--- src/rtl/mbx_pkg.sv ---
package mbx_pkg;
   localparam int ADDR_W    = 9;
   localparam int REG_W     = 32;
   localparam int OFS_REV   = 'h000;
   localparam int OFS_MSG   = 'h040;
   localparam int OFS_FULL  = 'h080;
   localparam int OFS_COUNT = 'h0C0;
   localparam int OFS_USER  = 'h100;

   // Write strobes that one user's event bank receives in a cycle
   typedef struct packed {
      logic stat_w1c;
      logic en_wr;
      logic en_clr;
   } usr_wr_t;
endpackage

--- src/rtl/mbx_fifo.sv ---
module mbx_fifo #(
   parameter int DEPTH = 4,
   parameter int W     = 32
) (
   input  logic                         clk,
   input  logic                         rst_n,
   input  logic                         push,
   input  logic                         pop,
   input  logic [W-1:0]                 din,
   output logic [W-1:0]                 head,
   output logic [$clog2(DEPTH+1)-1:0]   cnt,
   output logic                         full,
   output logic                         empty,
   output logic                         ev_new,
   output logic                         ev_nf
);
   localparam int PW = $clog2(DEPTH);
   localparam int CW = $clog2(DEPTH + 1);

   logic [W-1:0]  mem [DEPTH];
   logic [PW-1:0] wp, rp;
   logic [CW-1:0] cnt_q;
   logic          do_push, do_pop;

   assign full    = (cnt_q == CW'(DEPTH));
   assign empty   = (cnt_q == '0);
   assign do_push = push && !full;
   assign do_pop  = pop && !empty;
   assign ev_new  = do_push;
   assign ev_nf   = do_pop && full;
   assign head    = mem[rp];
   assign cnt     = cnt_q;

   always_ff @(posedge clk) begin
      if (do_push) mem[wp] <= din;
   end

   always_ff @(posedge clk or negedge rst_n) begin
      if (!rst_n) begin
         wp    <= '0;
         rp    <= '0;
         cnt_q <= '0;
      end else begin
         if (do_push) wp <= wp + 1'b1;
         if (do_pop)  rp <= rp + 1'b1;
         case ({do_push, do_pop})
            2'b10:   cnt_q <= cnt_q + 1'b1;
            2'b01:   cnt_q <= cnt_q - 1'b1;
            default: cnt_q <= cnt_q;
         endcase
      end
   end

   a_r2_no_overflow: assert property (@(posedge clk) disable iff (!rst_n)
      cnt_q <= CW'(DEPTH));
   a_r2_full_drop: assert property (@(posedge clk) disable iff (!rst_n)
      push && full && !pop |=> full && $stable(wp));
   a_r3_empty_pop: assert property (@(posedge clk) disable iff (!rst_n)
      pop && empty && !push |=> $stable(cnt_q) && $stable(rp));
   a_r6_frees_slot: assert property (@(posedge clk) disable iff (!rst_n)
      ev_nf && !push |=> !full);
endmodule

--- src/rtl/mbx_irq_user.sv ---
module mbx_irq_user #(
   parameter int NEV      = 8,
   parameter bit SPLIT_EN = 1'b0
) (
   input  logic                  clk,
   input  logic                  rst_n,
   input  logic [NEV-1:0]        ev,
   input  mbx_pkg::usr_wr_t      wr,
   input  logic [NEV-1:0]        wdata,
   output logic [NEV-1:0]        stat,
   output logic [NEV-1:0]        en,
   output logic                  irq
);
   logic [NEV-1:0] stat_q, en_q, en_d;

   // Events take priority over a clear landing in the same cycle
   always_ff @(posedge clk or negedge rst_n) begin
      if (!rst_n) stat_q <= '0;
      else        stat_q <= (stat_q & ~(wr.stat_w1c ? wdata : '0)) | ev;
   end

   generate
      if (SPLIT_EN) begin : g_split
         always_comb begin
            en_d = en_q;
            if (wr.en_wr)  en_d = en_d | wdata;
            if (wr.en_clr) en_d = en_d & ~wdata;
         end
         a_r10_clear_mask: assert property (@(posedge clk) disable iff (!rst_n)
            wr.en_clr && !wr.en_wr |=> ((en_q & $past(wdata)) == '0));
         a_r10_set_mask: assert property (@(posedge clk) disable iff (!rst_n)
            wr.en_wr && !wr.en_clr |=> ((en_q & $past(wdata)) == $past(wdata)));
      end else begin : g_direct
         always_comb begin
            en_d = en_q;
            if (wr.en_wr) en_d = wdata;
         end
         a_r9_direct_load: assert property (@(posedge clk) disable iff (!rst_n)
            wr.en_wr |=> en_q == $past(wdata));
      end
   endgenerate

   always_ff @(posedge clk or negedge rst_n) begin
      if (!rst_n) en_q <= '0;
      else        en_q <= en_d;
   end

   assign stat = stat_q;
   assign en   = en_q;
   assign irq  = |(stat_q & en_q);

   a_r7_w1c: assert property (@(posedge clk) disable iff (!rst_n)
      wr.stat_w1c |=> ((stat_q & $past(wdata & ~ev)) == '0));
   a_r5_r6_event_latch: assert property (@(posedge clk) disable iff (!rst_n)
      (|ev) |=> ((stat_q & $past(ev)) == $past(ev)));
endmodule

--- src/rtl/mbx_hub.sv ---
module mbx_hub #(
   parameter int N_BOX    = 4,
   parameter int DEPTH    = 4,
   parameter int N_USER   = 2,
   parameter bit SPLIT_EN = 1'b0,
   parameter int REV_MAJ  = 2,
   parameter int REV_MIN  = 1
) (
   input  logic                       clk,
   input  logic                       rst_n,
   input  logic                       cs,
   input  logic                       we,
   input  logic [mbx_pkg::ADDR_W-1:0] addr,
   input  logic [mbx_pkg::REG_W-1:0]  wdata,
   output logic [mbx_pkg::REG_W-1:0]  rdata,
   output logic [N_USER-1:0]          irq
);
   import mbx_pkg::*;

   localparam int NEV    = 2 * N_BOX;
   localparam int CW     = $clog2(DEPTH + 1);
   localparam int STRIDE = SPLIT_EN ? 'h10 : 'h8;
   localparam int ST_OFS = SPLIT_EN ? 'h4 : 'h0;
   localparam int EN_OFS = SPLIT_EN ? 'h8 : 'h4;
   localparam int CL_OFS = 'hC;
   localparam int WIN    = SPLIT_EN ? 'h130 : 'h120;
   localparam int LAST_U = OFS_USER + STRIDE * (N_USER - 1) + (SPLIT_EN ? CL_OFS : EN_OFS) + 4;

   generate
      if (DEPTH < 2 || (DEPTH & (DEPTH - 1)) != 0) begin : g_bad_depth
         $error("DEPTH must be a power of two, at least 2");
      end
      if (N_BOX < 1 || 4 * N_BOX > 'h40 || NEV > REG_W) begin : g_bad_box
         $error("N_BOX out of range for the register map");
      end
      if (N_USER < 1 || LAST_U > WIN) begin : g_bad_user
         $error("N_USER does not fit the register window");
      end
      if (REV_MAJ < 0 || REV_MAJ > 15 || REV_MIN < 0 || REV_MIN > 15) begin : g_bad_rev
         $error("revision fields are 4 bits");
      end
   endgenerate

   logic             rd_req, wr_req;
   logic [N_BOX-1:0] msg_hit, full_hit, cnt_hit;
   logic [N_BOX-1:0] full, empty, ev_new, ev_nf;
   logic [REG_W-1:0] head [N_BOX];
   logic [CW-1:0]    cnt  [N_BOX];
   logic [NEV-1:0]   ev;
   logic [N_USER-1:0] st_hit, en_hit, cl_hit;
   logic [NEV-1:0]   stat [N_USER];
   logic [NEV-1:0]   en   [N_USER];
   usr_wr_t          uwr  [N_USER];
   logic [REG_W-1:0] rd_val;

   assign rd_req = cs && !we;
   assign wr_req = cs && we;

   always_comb begin
      for (int m = 0; m < N_BOX; m++) begin
         msg_hit[m]  = (addr == ADDR_W'(OFS_MSG + 4 * m));
         full_hit[m] = (addr == ADDR_W'(OFS_FULL + 4 * m));
         cnt_hit[m]  = (addr == ADDR_W'(OFS_COUNT + 4 * m));
      end
      for (int u = 0; u < N_USER; u++) begin
         st_hit[u] = (addr == ADDR_W'(OFS_USER + STRIDE * u + ST_OFS));
         en_hit[u] = (addr == ADDR_W'(OFS_USER + STRIDE * u + EN_OFS));
         cl_hit[u] = SPLIT_EN && (addr == ADDR_W'(OFS_USER + STRIDE * u + CL_OFS));
      end
   end

   genvar gm, gu;
   generate
      for (gm = 0; gm < N_BOX; gm++) begin : g_box
         mbx_fifo #(.DEPTH(DEPTH), .W(REG_W)) u_fifo (
            .clk    (clk),
            .rst_n  (rst_n),
            .push   (wr_req && msg_hit[gm]),
            .pop    (rd_req && msg_hit[gm]),
            .din    (wdata),
            .head   (head[gm]),
            .cnt    (cnt[gm]),
            .full   (full[gm]),
            .empty  (empty[gm]),
            .ev_new (ev_new[gm]),
            .ev_nf  (ev_nf[gm])
         );
         // Interleaved event layout: even bit new word, odd bit slot freed
         assign ev[2*gm]   = ev_new[gm];
         assign ev[2*gm+1] = ev_nf[gm];
      end

      for (gu = 0; gu < N_USER; gu++) begin : g_user
         assign uwr[gu].stat_w1c = wr_req && st_hit[gu];
         assign uwr[gu].en_wr    = wr_req && en_hit[gu];
         assign uwr[gu].en_clr   = wr_req && cl_hit[gu];
         mbx_irq_user #(.NEV(NEV), .SPLIT_EN(SPLIT_EN)) u_bank (
            .clk   (clk),
            .rst_n (rst_n),
            .ev    (ev),
            .wr    (uwr[gu]),
            .wdata (wdata[NEV-1:0]),
            .stat  (stat[gu]),
            .en    (en[gu]),
            .irq   (irq[gu])
         );
      end
   endgenerate

   always_comb begin
      rd_val = '0;
      if (addr == ADDR_W'(OFS_REV))
         rd_val = {{(REG_W-8){1'b0}}, 4'(REV_MAJ), 4'(REV_MIN)};
      for (int m = 0; m < N_BOX; m++) begin
         if (msg_hit[m])  rd_val = empty[m] ? '0 : head[m];
         if (full_hit[m]) rd_val = REG_W'(full[m]);
         if (cnt_hit[m])  rd_val = REG_W'(cnt[m]);
      end
      for (int u = 0; u < N_USER; u++) begin
         if (st_hit[u])              rd_val = REG_W'(stat[u]);
         if (en_hit[u] || cl_hit[u]) rd_val = REG_W'(en[u]);
      end
   end

   always_ff @(posedge clk or negedge rst_n) begin
      if (!rst_n)      rdata <= '0;
      else if (rd_req) rdata <= rd_val;
   end

   a_r12_no_event_idle: assert property (@(posedge clk) disable iff (!rst_n)
      !cs |-> ev == '0);
   a_r1_single_pop: assert property (@(posedge clk) disable iff (!rst_n)
      $countones(ev_new | ev_nf) <= 1);
endmodule

--- config.mk ---
export PLATFORM = sky130hd
export DESIGN_NAME = mbx_hub
export DESIGN_NICKNAME = d
export VERILOG_FILES = /design/src/rtl/mbx_pkg.sv /design/src/rtl/mbx_fifo.sv /design/src/rtl/mbx_irq_user.sv /design/src/rtl/mbx_hub.sv
export SDC_FILE = /design/constraint.sdc
export NUM_CORES = 1
export LEC_CHECK = 0
export BUFFER_PORTS_ARGS = -buffer_cell sky130_fd_sc_hd__buf_2
export CORE_ASPECT_RATIO = 1.5
export CORE_MARGIN = 2
export CORE_UTILIZATION = 25
export CTS_CLUSTER_DIAMETER = 150
export DETAILED_ROUTE_END_ITERATION = 10
export PLACE_DENSITY = 0.45
export SLEW_MARGIN = 20
export SYNTH_ARGS = -nofsm -noshare
export SYNTH_HDL_FRONTEND = slang
export SYNTH_HIERARCHICAL = 1
export SYNTH_SLANG_ARGS = --single-unit
--- constraint.sdc ---
create_clock -name clk -period 3.85 [get_ports clk]
set_input_delay 0.77 -clock clk [delete_from_list [all_inputs] [get_ports clk]]
set_output_delay 0.77 -clock clk [all_outputs]
set_load 0.005 [all_outputs]
==> key figures, run 1 <==
Outcome
  – Status: finished clean

Global route
  – Vias in the first global route: 13440
  – First-pass GRT wire length: 94340 microns
  – Largest net degree at the start of global routing: 63
  – GRT overflow: 0
  – Initial antenna violation count: 7
  – GR Util All Layers: 12.87%

Detailed routing
  – 1st-pass router iterations: 5
  – 1st-iter DRT viols: 1020
  – Residual DRC: 0
  – Vias per cell: 4.629
  – Antenna-violating nets left: 0
  – Via Count: 12570
  – Final WL: 64960 microns
  – Wire per inst: 23.93 microns

Power
  – Net Switching: 2.724 mW
  – Clock Power Share: 42.8%
  – Pwr dens: 456.4 nW/um^2
  – VDD IR-drop max: 0.0003814 V
  – Int Pwr: 10.35 mW
  – Power share of the combinational group: 2.6%
  – Sequential share of power: 54.6%
  – Leakage: 9.782 nW
  – Sw frac: 20.83%

Worst setup path
  – Worst Path Required: 4370 ps
  – Buffers plus inverters on the worst setup path: 2
  – Critical path startpoint: g_box[1].u_fifo/cnt[0]
  – Crit. End Element: flop
  – Kind of critical path: flop to flop
  – Max FO, Critical Path: 12
  – Arrival time at the worst endpoint: 3090 ps
  – CP top delay family: simple AND/OR/NAND/NOR gates
  – CP cell instances: nor3_1, nor3_4, buf_4, buf_4, a222oi_1, a21oi_1, a21o_1
  – Slowest CP cell: nor3_1
  – Nature of the critical path startpoint: flop
  – Most frequent CP cell: buf_4
  – Internal reg-to-reg setup slack: 1270 ps
  – Worst r2r src: g_box[1].u_fifo/cnt[0]
  – CP max stage delay: 670 ps

Timing
  – Fin worst setup slack: 1273 ps
  – Final Max Slew Viols: 0
  – Fmax: 388.1 MHz
  – Final Hold Fails: 0
  – RSZ-0062 raised after global routing: no
  – Number of setup violations in the final report: 0
  – Tmin final: 2577 ps
  – Setup TNS: 0 ps
  – Clock skew: 13.98 ps
  – Final period util: 66.93%
  – Worst-Margin Slew: 973.7 ps
  – Max_slew headroom: 35.09%

Run
  – Max_cap viols: 0

Clocking
  – Clock-pin slew on the worst setup and hold paths: 60 ps
  – Cts bufs inserted: 58
  – CTS tree: yes
  – H-tree levels: 2
  – Root Buffer: clkbuf_16
  – Post-CTS setup buffer count: 0
  – CTS Buffer Depth: 3
  – Post-CTS Hold Buffers: 0
  – # resized after CTS: 0
  – Clock Sink Count: 604
  – Worst skew pair latency: 630 ps

Placement
  – Hpwl dp: 40270 microns
  – Placer Congestion: 0.8104
  – Worst slack at placement: 592.0 ps
  – I/O Buffers: 78
  – DP Area: 26810 sq um

Layout
  – Final instance area: 28650 sq um
  – Antenna cells: 0
  – Area Growth Syn to Fin: 16.60%
  – Ratio of cells with drive above 1 in the final layout: 25.82%
  – Nets: 1460
  – Layout fillers: 9518

Synthesis
  – Area of the mapped netlist: 24570 sq um
  – Synth Instances: 1259
  – Synthesized net count: 1328
  – Syn. warnings: 6
  – Average size of a mapped cell: 19.52 sq um

Floorplanning
  – Row cnt: 140
  – Area of the die: 100900 sq um
  – Initial Util: 25.27%
  – Core Box Area: 97220 sq um
  – Num ports: 79
  – DIE HEIGHT: 388.0 microns
  – Die width: 260.0 microns

Min path
  – HP Class: input port to async pin
==> routing by layer <==
layer  vias to the layer above  global-route usage (%)  wire, microns
met4                         6                   4.242           1950
met1                      6735                   15.66          26400
li1                       5397                       -              -
met2                       318                   22.93          33910
met3                       113                   2.118           2659
met5                         -                       0             41
==> power by group through the flow <==
stage          clock network [mW]  logic, mW  registers (mW)
2_1_floorplan                   0      0.155            7.27
3_3_place_gp                    0      0.335            7.28
3_5_place_dp                    0      0.347            7.28
4_1_cts                      5.77      0.347            7.14
5_1_grt                      6.00      0.375            7.14
6_report                     5.59      0.339            7.15
==> placed cells by master (no fill, tap or decap), types with 27 or more instances in the layout <==
| master | instances |
|---|---|
| buf_4 | 44 |
| a21oi_1 | 40 |
| mux4_2 | 79 |
| mux4_1 | 49 |
| nand2_1 | 60 |
| buf_2 | 77 |
| a222oi_1 | 27 |
| clkbuf_16 | 58 |
| inv_1 | 31 |
| edfxtp_1 | 512 |
| dfrtp_1 | 84 |
| a21o_1 | 40 |
==> metrics by stage <==
stage / power (mW) / instances / utilization [%] / hold slack, ps
3_5_place_dp: 7.630 / 2609 / 27.58 / 461.1
5_1_grt: 13.51 / 2715 / 29.47 / 212.6
6_report: 13.07 / 2715 / 29.47 / 186.0
4_1_cts: 13.26 / 2715 / 29.46 / 347.4
3_3_place_gp: 7.618 / 2609 / 27.58 / 457.0
2_1_floorplan: 7.426 / 1259 / - / 464.4
==> path summary, 6_finish.rpt <==
check / cells after the start / to
worst max-delay path: 7 / rdata[16]
worst min-delay path: 1 / rdata[12]
worst max register to register: 7 / rdata[16]
worst min register to register: 1 / rdata[10]
max in group asynchronous: 2 / g_box[1].u_fifo/rp[0]
min in group clk: 1 / rdata[10]
==> registers in the layout, indices dropped and copies added, names as in the netlist <==
register	count
g_box.u_fifo/mem	512
rdata	32
g_user.u_bank/en	16
g_user.u_bank/stat	16
g_box.u_fifo/cnt	12
g_box.u_fifo/rp	8
g_box.u_fifo/wp	8
==> layout make-up <==
cell class	instances	area [sq um]	share of cell area, %
flip-flops and latches	604	17690	61.74
inverters	31	116.4	0.4062
well taps	1278	1599	5.582
multi-input cells	556	6326	22.08
clock buffers	70	1506	5.258
repair buffers	140	1087	3.795
clock inverters	36	326.6	1.140
(Power assumes the default switching activity.)
==> run 2, diff against run 1 <==
--- a/config.mk
+++ b/config.mk
@@ -11,7 +11,7 @@
 export CORE_UTILIZATION = 25
 export CTS_CLUSTER_DIAMETER = 150
 export DETAILED_ROUTE_END_ITERATION = 10
-export PLACE_DENSITY = 0.45
+export PLACE_DENSITY = 0.46
 export SLEW_MARGIN = 20
 export SYNTH_ARGS = -nofsm -noshare
 export SYNTH_HDL_FRONTEND = slang
==> constraint.sdc (replaced) <==
create_clock -name clk -period 2.1 [get_ports clk]
set_input_delay 0.42 -clock clk [delete_from_list [all_inputs] [get_ports clk]]
set_output_delay 0.42 -clock clk [all_outputs]
set_load 0.005 [all_outputs]
==> key figures, run 2 (same netlist as run 1, synthesis figures left out) <==
Layout
  – Area Growth Syn to Fin: 24.66%
  – Antenna cells: 0
  – Final cell count without fillers: 2876
  – Largest register FFs: 512
  – Nets: 1616
  – Commonest non-fill, non-tap cell in the layout: edfxtp_1
  – Layout fillers: 9456
  – Regs by FF count: g_box.u_fifo/mem (512), rdata (32)
  – Register area: 17690 sq um
  – Most frequent cells in the layout: edfxtp_1 (512), buf_4 (150), mux4_2 (92)
  – Ratio of cells with drive above 1 in the final layout: 36.42%
  – Biggest register: g_box.u_fifo/mem
  – Multi-input logic area: 6471 sq um

Clocking
  – Cts bufs inserted: 59
  – CTS tree: yes
  – Worst skew pair latency: 660 ps
  – Root Buffer: clkbuf_16
  – Clock-pin slew on the worst setup and hold paths: 70 ps
  – H-tree levels: 2
  – CTS Buffer Depth: 3
  – Clock Sink Count: 604

Power
  – VDD IR-drop max: 0.0006398 V
  – Leakage: 10.73 nW
  – Tot Pwr: 24.53 mW
  – Pwr dens: 800.9 nW/um^2

Worst setup path
  – Nature of the critical path startpoint: flop
  – Kind of critical path: flop to flop
  – Arrival time at the worst endpoint: 2620 ps
  – Crit. End Element: flop
  – Worst Path Required: 2590 ps
  – Max FO, Critical Path: 2

Floorplanning
  – Area of the die: 100900 sq um
  – Core Box Area: 97220 sq um
  – Num ports: 79
  – Row cnt: 140
  – Initial Util: 25.27%
  – DIE HEIGHT: 388.0 microns
  – Die width: 260.0 microns

Timing
  – Max_slew headroom: 60.09%
  – Tmin final: 2131 ps
  – RSZ-0062 raised after global routing: yes
  – Final Max Slew Viols: 0
  – Fin worst setup slack: -30.62 ps
  – Clock skew: 51.95 ps
  – Hold slack final: 164.4 ps
  – Worst-Margin Slew: 583.5 ps
  – Number of setup violations in the final report: 2
  – Setup TNS: -43.63 ps
  – Final Hold Fails: 0
  – Final period util: 101.5%
  – Fmax: 469.3 MHz

Global route
  – Initial antenna violation count: 3
  – Largest net degree at the start of global routing: 42
  – GR Util All Layers: 13.24%
  – Vias in the first global route: 14130
  – First-pass GRT wire length: 97810 microns
  – GRT overflow: 0

Min path
  – HP Class: input port to flop

Detailed routing
  – Wire per inst: 23.39 microns
  – Antenna-violating nets left: 0
  – Vias per cell: 4.539
  – 1st-iter DRT viols: 984
  – 1st-pass router iterations: 7
  – Final WL: 67260 microns
  – Residual DRC: 0
  – Via Count: 13060

Placement
  – Hpwl dp: 46370 microns
  – Placer Congestion: 0.8220
  – Placed insts: 2740
  – I/O Buffers: 78

Outcome
  – Status: finished, violations left
  – Failing checks: setup timing

Run
  – Max_cap viols: 0
==> run 2: cell count changes in the layout (fill, tap and decap cells not counted), moves of 7 or more <==
cell and change:
mux4_1 -13, clkinv_2 -7, buf_12 +40, buf_4 +106
inv_1 -9, and2_2 -16, mux4_2 +13, and2_4 +16
==> run 2: timing repair <==
item / CTS / global route
endpoints found under the hold margin: 74 / 0
cloned: 0 / 1
setup buffers: 13 / 12
setup endpoints to repair: 16 / 39
pin swaps: 13 / 33
resized for setup: 29 / 35
hold buffers: 1 / 0
==> run 2: final cells by class <==
type | instances | share of cell area [%]
clock buffer | 73 | 5.122
sequential | 604 | 57.74
multi-input combinational | 556 | 21.13
tap | 1278 | 5.220
timing repair buffer | 295 | 9.158
clock inverter | 39 | 1.225
inverter | 31 | 0.4044
==> run 2: path summary, 6_finish.rpt <==
check / end / cells past startpoint / from / slack, ps
min in group asynchronous: rdata[10] / 2 / rst_n / 190
hold / removal: g_box[3].u_fifo/mem[1][8] / 1 / wdata[8] / 160
hold reg to reg: rdata[29] / 1 / rdata[29] / 470
setup reg to reg: rdata[1] / 9 / g_box[2].u_fifo/rp[0] / -30
max in group asynchronous: rdata[27] / 3 / rst_n / 1310
setup / recovery: rdata[1] / 9 / g_box[2].u_fifo/rp[0] / -30
==> run 2: per-layer routing <==
metal  global-route usage, %  wire, microns
met1                   16.01          26880
met5                       0             41
met3                   1.922           2691
met4                   4.159           2047
met2                   23.97          35600
==> run 2: report_power, final <==
part / internal [mW] / switching [mW]
Clock: 5.86 / 4.78
Combinational: 0.304 / 0.501
Sequential: 13.0 / 0.0363
==> run 2: per-stage QoR <==
stage,utilization [%],setup slack [ps],cell area [sq um]
after floorplan,-,-291.0,24670
after global placement,29.13,-578.7,28320
after detailed placement,29.13,-577.0,28320
after CTS,31.32,-64.67,30450
after global routing,31.51,-197.7,30630
final,31.51,-30.62,30630
==> run 2: critical path, cell delays in order (launching register included) <==
cell,delay [ps]
dfrtp_2,400
buf_6,110
mux4_2,490
inv_2,80
o21ai_2,50
a2111oi_2,400
buf_4,210
a31oi_4,40
o21ai_2,160
a21oi_1,70
==> run 3, diff against run 2 <==
--- a/config.mk
+++ b/config.mk
@@ -6,12 +6,12 @@
 export NUM_CORES = 1
 export LEC_CHECK = 0
 export BUFFER_PORTS_ARGS = -buffer_cell sky130_fd_sc_hd__buf_2
-export CORE_ASPECT_RATIO = 1.5
 export CORE_MARGIN = 2
 export CORE_UTILIZATION = 25
 export CTS_CLUSTER_DIAMETER = 150
 export DETAILED_ROUTE_END_ITERATION = 10
 export PLACE_DENSITY = 0.46
+export REMOVE_ABC_BUFFERS = 1
 export SLEW_MARGIN = 20
 export SYNTH_ARGS = -nofsm -noshare
 export SYNTH_HDL_FRONTEND = slang
==> key figures, run 3 (same netlist as run 1, synthesis figures left out) <==
Clocking
  – Clock-pin slew on the worst setup and hold paths: 60 ps
  – CTS tree: yes
  – Root Buffer: clkbuf_16
  – Worst skew pair latency: 610 ps
  – Cts bufs inserted: 70
  – H-tree levels: 3
  – CTS Buffer Depth: 3
  – Clock Sink Count: 604

Global route
  – GR Util All Layers: 13.44%
  – Vias in the first global route: 14000
  – Initial antenna violation count: 3
  – GRT overflow: 0
  – First-pass GRT wire length: 99030 microns
  – Largest net degree at the start of global routing: 45

Power
  – Leakage: 10.85 nW
  – Power share of the combinational group: 3.2%
  – Pwr dens: 827.1 nW/um^2
  – Net Switching: 5.375 mW
  – VDD IR-drop max: 0.0005864 V
  – Int Pwr: 20.19 mW
  – Sw frac: 21.02%
  – Sequential share of power: 51.2%
  – Clock Power Share: 45.6%

Timing
  – Setup TNS: -1058 ps
  – Clock skew: 26.00 ps
  – Fin worst setup slack: -131.1 ps
  – Max_slew headroom: 50.56%
  – Fmax: 448.2 MHz
  – Tmin final: 2231 ps
  – Final Hold Fails: 0
  – Final Max Slew Viols: 0
  – Number of setup violations in the final report: 15
  – Worst-Margin Slew: 723.0 ps
  – Final period util: 106.2%
  – RSZ-0062 raised after global routing: yes
  – Hold slack final: 198.9 ps

Layout
  – Biggest register: g_box.u_fifo/mem
  – Nets: 1632
  – Register area: 17690 sq um
  – Multi-input logic area: 6455 sq um
  – Layout fillers: 9398
  – Most frequent cells in the layout: edfxtp_1 (512), buf_4 (155), mux4_2 (97)
  – Ratio of cells with drive above 1 in the final layout: 37.11%
  – Commonest non-fill, non-tap cell in the layout: edfxtp_1
  – Regs by FF count: g_box.u_fifo/mem (512), rdata (32)
  – Area Growth Syn to Fin: 25.80%
  – Largest register FFs: 512

Floorplanning
  – Num ports: 79
  – Initial Util: 25.33%
  – DIE HEIGHT: 317.5 microns
  – Die width: 317.5 microns
  – Row cnt: 114
  – Area of the die: 100800 sq um
  – Core Box Area: 96990 sq um

Placement
  – I/O Buffers: 78
  – Placer Congestion: 0.8417
  – Hpwl dp: 45250 microns

Detailed routing
  – 1st-pass router iterations: 7
  – 1st-iter DRT viols: 1194
  – Final WL: 68160 microns
  – Vias per cell: 4.567
  – Antenna-violating nets left: 0
  – Wire per inst: 23.54 microns
  – Residual DRC: 0
  – Via Count: 13220

Outcome
  – Status: finished, violations left
  – Failing checks: setup timing

Worst setup path
  – Kind of critical path: flop to flop
  – Arrival time at the worst endpoint: 2730 ps
  – Crit. End Element: flop
  – Max FO, Critical Path: 7
  – Nature of the critical path startpoint: flop
  – Worst Path Required: 2600 ps

Run
  – Max_cap viols: 0

Min path
  – HP Class: input port to flop
==> run 3: cell types whose count changed in the layout (fill, tap and decap cells not counted), moves of 7 or more <==
cell / previous run / this run
inv_1: 22 / 30
and2_2: 4 / 20
and2_4: 16 / 0
clkinv_1: 12 / 5
clkbuf_1: 10 / 24
clkbuf_16: 60 / 71
a21oi_2: 1 / 8
a21oi_1: 39 / 29
==> run 3: worst paths after layout <==
kind | start | endpoint | slack, ps | cells past startpoint
worst max-delay path | g_box[1].u_fifo/rp[0] | rdata[27] | -130 | 6
worst min-delay path | wdata[18] | g_box[3].u_fifo/mem[1][18] | 200 | 1
worst max register to register | g_box[1].u_fifo/rp[0] | rdata[27] | -130 | 6
worst min register to register | rdata[18] | rdata[18] | 470 | 1
max in group asynchronous | rst_n | rdata[6] | 1180 | 3
min in group asynchronous | rst_n | rdata[19] | 310 | 2
==> run 3: stage by stage <==
| stage | cell area, sq um | setup slack, ps | power (mW) | util [%] | instances |
|---|---|---|---|---|---|
| after floorplan | 24100 | -735.8 | 13.57 | - | 1191 |
| after global placement | 28200 | -547.8 | 14.08 | 29.07 | 2740 |
| after detailed placement | 28200 | -563.3 | 14.10 | 29.07 | 2740 |
| after CTS | 30740 | -132.5 | 25.94 | 31.69 | 2886 |
| after global routing | 30910 | -216.4 | 26.43 | 31.86 | 2893 |
| final | 30910 | -131.1 | 25.57 | 31.87 | 2895 |
==> run 3: power by group through the flow <==
stage / registers [mW] / logic (mW) / clock network (mW)
CTS: 13.1 / 0.811 / 12.0
detailed placement: 13.3 / 0.762 / 0
finish: 13.1 / 0.809 / 11.7
global placement: 13.3 / 0.745 / 0
floorplan: 13.4 / 0.211 / 0
global route: 13.1 / 0.882 / 12.5
==> run 3: what timing repair did <==
item	CTS	global route
resized for setup	50	40
endpoints found under the setup margin	25	96
hold buffers	1	0
hold endpoints to repair	19	0
pin swaps	40	45
gates cloned	2	0
setup buffers	18	8
==> run 3: worst max-delay path: stages, from the launching register on <==
cell and delay (ps):
dfrtp_2 370, buf_12 150, buf_12 140, mux4_2 530, a222oi_1 530, a21oi_1 200, a21o_1 180
==> run 3: area by class of cell <==
class	count	share of cell area, %
clock inverters	22	0.6436
diodes	2	0.01619
well taps	1276	5.165
repair buffers	300	9.257
clock buffers	104	6.440
multi-input cells	556	20.88
flip-flops and latches	604	57.22
inverters	31	0.3764
==> run 3: per-layer routing <==
metal	global-route usage [%]	part of all wire, %
met4	3.608	2.2
met3	2.571	5.4
met1	18.41	45
met2	21.84	48
met5	0	0.012
